<file path="src/rtl/ubr_pkg.sv">
package ubr_pkg;
   localparam int FLAG_W = 4;
   localparam int SEL_W  = 3;
   localparam int FZ = 3;
   localparam int FS = 2;
   localparam int FV = 1;
   localparam int FC = 0;

   typedef enum logic [SEL_W-1:0] {
      SEL_EQ0 = 3'd0,
      SEL_EQ1 = 3'd1,
      SEL_LT  = 3'd2,
      SEL_LE  = 3'd3,
      SEL_LTU = 3'd4,
      SEL_LEU = 3'd5,
      SEL_EQ6 = 3'd6,
      SEL_NE  = 3'd7
   } cond_sel_e;
endpackage

</file>
<file path="src/rtl/ubr_cond_lut.sv">
module ubr_cond_lut
   import ubr_pkg::*;
(
   input  logic [SEL_W-1:0]  sel,
   input  logic [FLAG_W-1:0] flg,
   output logic              raw
);
   logic z, s, v, c, lt_s;
   always_comb begin
      z = flg[FZ];
      s = flg[FS];
      v = flg[FV];
      c = flg[FC];
      lt_s = s ^ v;
      unique case (cond_sel_e'(sel))
         SEL_EQ0, SEL_EQ1, SEL_EQ6: raw = z;
         SEL_LT:  raw = lt_s;
         SEL_LE:  raw = lt_s | z;
         SEL_LTU: raw = ~c;
         SEL_LEU: raw = ~c | z;
         SEL_NE:  raw = ~z;
         default: raw = 1'b0;
      endcase
   end
endmodule

</file>
<file path="src/rtl/ubr_next_mux.sv">
module ubr_next_mux #(
   parameter int UA_W = 8,
   parameter int FETCH_ADDR = 0
) (
   input  logic            en,
   input  logic            decide,
   input  logic [UA_W-1:0] nxt,
   output logic [UA_W-1:0] addr,
   output logic            tk
);
   localparam logic [UA_W-1:0] FETCH = UA_W'(FETCH_ADDR);
   always_comb begin
      tk   = en & decide;
      addr = (en && !decide) ? FETCH : nxt;
   end
endmodule

</file>
<file path="src/rtl/ubr_eval_top.sv">
module ubr_eval_top
   import ubr_pkg::*;
#(
   parameter int UA_W = 8
) (
   input  logic            clk,
   input  logic            rst,
   input  logic            br_en,
   input  logic            br_neg,
   input  logic [2:0]      ir_sel,
   input  logic [3:0]      flags,
   input  logic [UA_W-1:0] next_field,
   output logic            taken,
   output logic [UA_W-1:0] next_uaddr
);
   initial begin
      if (UA_W < 1 || UA_W > 32) $error("UA_W out of range");
   end

   logic raw_c, decide_c, tk_c;
   logic [UA_W-1:0] addr_c;

   ubr_cond_lut u_lut (.sel(ir_sel), .flg(flags), .raw(raw_c));

   assign decide_c = raw_c ^ br_neg;

   ubr_next_mux #(.UA_W(UA_W), .FETCH_ADDR(0)) u_mux (
      .en(br_en), .decide(decide_c), .nxt(next_field),
      .addr(addr_c), .tk(tk_c));

   always_ff @(posedge clk) begin
      if (rst) begin
         taken      <= 1'b0;
         next_uaddr <= '0;
      end else begin
         taken      <= tk_c;
         next_uaddr <= addr_c;
      end
   end
endmodule

</file>
<file path="config.mk">
export PLATFORM = sky130hd
export DESIGN_NAME = ubr_eval_top
export DESIGN_NICKNAME = d
export VERILOG_FILES = /design/src/rtl/ubr_pkg.sv /design/src/rtl/ubr_cond_lut.sv /design/src/rtl/ubr_next_mux.sv /design/src/rtl/ubr_eval_top.sv
export SDC_FILE = /design/constraint.sdc
export NUM_CORES = 1
export LEC_CHECK = 0
export ABC_AREA = 1
export CELL_PAD_IN_SITES_DETAIL_PLACEMENT = 1
export CELL_PAD_IN_SITES_GLOBAL_PLACEMENT = 1
export CORE_MARGIN = 4
export CORE_UTILIZATION = 33
export DETAILED_ROUTE_END_ITERATION = 6
export DONT_BUFFER_PORTS = 1
export PLACE_DENSITY_LB_ADDON = 0.3
export SLEW_MARGIN = 20
export SYNTH_ARGS = -nofsm -noshare
export SYNTH_HDL_FRONTEND = slang
export SYNTH_HIERARCHICAL = 1
export SYNTH_SLANG_ARGS = --single-unit
</file>
<file path="constraint.sdc">
create_clock -name clk -period 1.25 [get_ports clk]
set_clock_uncertainty 0.2 [all_clocks]
set_input_delay 0.1875 -clock clk [delete_from_list [all_inputs] [get_ports clk]]
set_output_delay 0.1875 -clock clk [all_outputs]
set_load 0.01 [all_outputs]
</file>
# == Word level (Yosys, flattened, before mapping) ==
# Index checks and enable logic that the tools add are counted.
# word_totals
regBits,9
input_bits,19
out_inout_bits,9
# classes
eq_ne,7
n_mux,1
bitwise_logic,7
reduce_logical,5
# op_table
operator,n
$eq 3x3->1 const B,4
$eq 3x2->1 const B,2
$pmux 1 s6,1
$eq 3x1->1 const B,1
$logic_not 3->1,1
$reduce_or 3->1,1
$not 1->1,2
$or 1x1->1,2
$reduce_or 2->1,1
$xor 1x1->1,2
$and 1x1->1,1
$logic_and 1x1->1,1
$logic_not 1->1,1

# == Longest topological paths before layout ==
# depth
ltp_word,7
depth_mapped,13
mapped_depth_nobuf,13

# == By module ==
# Netlist, hierarchy kept.
# modules_own_cells
module,instances,cells_per_inst,area_per_inst_um2,seq_area_each_um2
ubr_eval_top,1,33,277.8,180.2
ubr_next_mux,1,20,122.6,0.0
ubr_cond_lut,1,18,73.8,0.0

# == Worst setup path after synthesis ==
# OpenSTA, ideal clock, no wires.
# synth_path
path_kind,in2reg
startpoint,in flags[3]
endpoint,reg next_uaddr[0]
setup_ns,0.111
t_arrival_ns,0.911
setup_slack_ns,0.028
stages,13
n_path_buf,0
cell_sequence,inv_1 nand2_1 nand3_1 nand2_1 nand2_1 nand2_1 inv_1 nand2_1 nand2_1 inv_2 a21oi_2 inv_1 nor2_1
# synth_via
elab_chain_cells,6
word_cells_on_any_way,8
cone_classes,1 x mux; 4 x bitwise; 3 x reduce/logical
# synth_lines
item,line,rtl
from (decl),ubr_eval_top.sv:11,"input logic [3:0] flags,"
"$or 1x1->1, or another cell as far along",ubr_cond_lut.sv:20,SEL_LEU: raw = ~c | z;
$pmux 1 s6 (*),ubr_cond_lut.sv:15,unique case (cond_sel_e'(sel))
via raw_c,ubr_eval_top.sv:20,"logic raw_c, decide_c, tk_c;"
$xor 1x1->1 (*),ubr_eval_top.sv:25,assign decide_c = raw_c ^ br_neg;
via decide_c,ubr_eval_top.sv:20,
$logic_not 1->1 (*),ubr_next_mux.sv:14,addr = (en && !decide) ? FETCH : nxt;
$logic_and 1x1->1 (*),ubr_next_mux.sv:14,
$reduce_or 2->1 (no source line) (*),--,
to (signal assigned),ubr_eval_top.sv:37,next_uaddr <= addr_c;
to (decl),ubr_eval_top.sv:14,output logic [UA_W-1:0] next_uaddr
# Mark *: on every way through the listed nets, which the timed path passes. The rest lies on a longest branch.
# A chain may end at the register's enable or synchronous reset.

# == Worst setup path in the final report ==
# layout_path
startpoint,in flags[3]
endpoint,reg next_uaddr[3]
# The elaborated chain is that of the path after synthesis.

==> results.sh <==
export IMPL_outcome="complete, but fails checks"
export IMPL_grt_pass1_wl_um=1345
export IMPL_wl_met3_um=92
export IMPL_wl_per_cell_um=9.461
export IMPL_viasPerCell=4.180
export IMPL_hp_class="primary input to flip-flop"
export IMPL_critPathArrivalTime_ns=1.01
export IMPL_grt_usage=0.08983
export IMPL_synth_seq_area_share=0.3799
export IMPL_synth_top_area_frac=0.3799
export IMPL_ys_flop_type="dfxtp_1"
export IMPL_cp_required_ns=1.18
export IMPL_power_mw=0.6155
export IMPL_area_growth_pct=6.860
export IMPL_die_y_um=45.91
export IMPL_fin_ws_ns=0.1652
export IMPL_die_area_um2=2107
export IMPL_holdBufCountCts=1
export IMPL_ys_top_cells_by_area="dfxtp_1 38%, inv_1 20%, a21oi_2 15%, nand2_1 9.5%, nor2_1 7.1%"
export IMPL_post_cts_buffers=0
export IMPL_num_vias=372
export IMPL_async_flop_share=0
export IMPL_dr_pass1_iters=1
export IMPL_syn_cell_area_um2=474.2
export IMPL_cts_buffers=3
export IMPL_synthMostInstantiatedCell="inv_1"
export IMPL_synth_nets=90
export IMPL_core_um2=1334
export IMPL_clkSinkCount=9
export IMPL_violations="negative hold slack"
export IMPL_antenna_found_initial=0
export IMPL_cts_max_level=1
export IMPL_cts_max_path_buffers=2
export IMPL_start_util=0.3555
export IMPL_drive_above_1_share=0.1622
export IMPL_max_cap_viol_count=0
export IMPL_hpwl_um=736.9
export IMPL_whs_ns=-0.1172
export IMPL_clock_fmax_mhz=921.8
export IMPL_yosysTopAreaCell="dfxtp_1"
export IMPL_route_detailed_drc=0
export IMPL_min_period_over_period=0.8678
export IMPL_fp_row_count=13
export IMPL_layout_nets=94
export IMPL_synthCells=71
export IMPL_io_pin_count=28
export IMPL_ir_drop_v=0.0002677
export IMPL_drtIter0Drc=0
export IMPL_syn_area_per_cell_um2=6.679
export IMPL_synth_common_cells="25 x inv_1, 12 x nand2_1, 9 x dfxtp_1, 9 x nor2_1, 8 x a21oi_2"
export IMPL_grt_pass1_vias=349
export IMPL_p_per_area_nw_per_um2=1215
export IMPL_cp_end_kind="flip-flop"
export IMPL_drt_wl_total_um=842
export IMPL_hold_viol_final=9
export IMPL_overflow=0
export IMPL_p_leak_nw=0.2928
export IMPL_worstMarginPinSlew_ns=0.2882
export IMPL_postRouteAntennaNets=0
export IMPL_cts_resized=0
export IMPL_place_gp_congestion=0.5788
export IMPL_cts_tree="yes"
export IMPL_place_ws_ns=-0.1036
export IMPL_relSlewSlack=0.8073
export IMPL_critPathLaunchType="primary input"
export IMPL_top_layer="met4"
export IMPL_worstSetupPathType="primary input to flip-flop"
export IMPL_report_final_slew_viol_count=0
export IMPL_clk_pin_slew_worst_paths_ns=0.05
export IMPL_synth_enable_flop_cells=0
export IMPL_yosys_warnings=6
export IMPL_crit_fanout=8
export IMPL_grt_max_degree=10
export IMPL_portBuffers=0
export IMPL_ys_types=9
export IMPL_diodes=0
export IMPL_synth_seq_cells=9
export IMPL_setup_viol=0
export IMPL_die_x_um=45.91
export IMPL_rsz0062_at_grt="no"
export IMPL_cts_root_buf="clkbuf_4"
export IMPL_m1WireLength_um=336
export IMPL_wl_met2_um=407
export IMPL_period_needed_ns=1.085
worst max-delay path, stage by stage:
cell	delay (ns)
inv_1	0.03
nand2_1	0.05
nand3_1	0.06
nand2_1	0.06
nand2_1	0.04
nand2_1	0.07
inv_1	0.04
nand2_1	0.04
nand2_1	0.07
inv_2	0.17
a21oi_2	0.07
inv_1	0.07
nor2_1	0.04
stage by stage:
stage | util | cell area [um^2] | setup TNS (ns) | std cells | hold slack [ns]
2_1_floorplan | - | 474.2 | 0 | 71 | 0.1716
3_3_place_gp | 0.3527 | 470.5 | -0.4924 | 84 | 0.06117
3_5_place_dp | 0.3527 | 470.5 | -0.6834 | 84 | 0.06268
4_1_cts | 0.3799 | 506.7 | 0 | 89 | -0.1248
5_1_grt | 0.3799 | 506.7 | 0 | 89 | -0.1174
6_report | 0.3799 | 506.7 | 0 | 89 | -0.1172
flip-flops by register name, summed over array words and instances (netlist names):
register and cells:
taken 1, next_uaddr 8
report_power, final:
group	switching, mW	internal [mW]	total [mW]
combinational	0.0543	0.0354	0.0898
clock	0.0841	0.122	0.206
sequential	0.0145	0.305	0.320
total	0.153	0.463	0.615
placed cells by master, fill, tap and decap left out, drive strengths merged:
master,n
a21oi,11
clkbuf,4
dfxtp,9
dlygate4sd3,1
inv,26
nand2,12
nand3,2
nor2,9
final cells by class:
| cell class | count | area, um^2 |
|---|---|---|
| inverters | 26 | 97.59 |
| clock buffers | 4 | 26.28 |
| repair buffers | 1 | 10.01 |
| well taps | 15 | 18.77 |
| multi-input cells | 34 | 173.9 |
| flip-flops and latches | 9 | 180.2 |
| fillers | 193 | 827.0 |
kinds of logic after synthesis:
group	after synthesis	share of synthesized area
DFF	9	0.3799
and+or+nand+nor	23	0.1873
buffers and inverters	28	0.2533
AOI/OAI and AO/OA	11	0.1794
metal layers:
| metal | track usage | up-vias |
|---|---|---|
| met5 | 0 | - |
| met4 | 0.06818 | 0 |
| met1 | 0.1070 | 151 |
| li1 | - | 203 |
| met2 | 0.1236 | 16 |
| met3 | 0.03953 | 2 |
worst paths after layout:
path	slack (ns)	depth (start not counted)	from	end
hold / removal	-0.12	3	br_en	next_uaddr[2]
setup / recovery	0.17	13	flags[3]	next_uaddr[3]
Power figures use the tool's default switching activity.
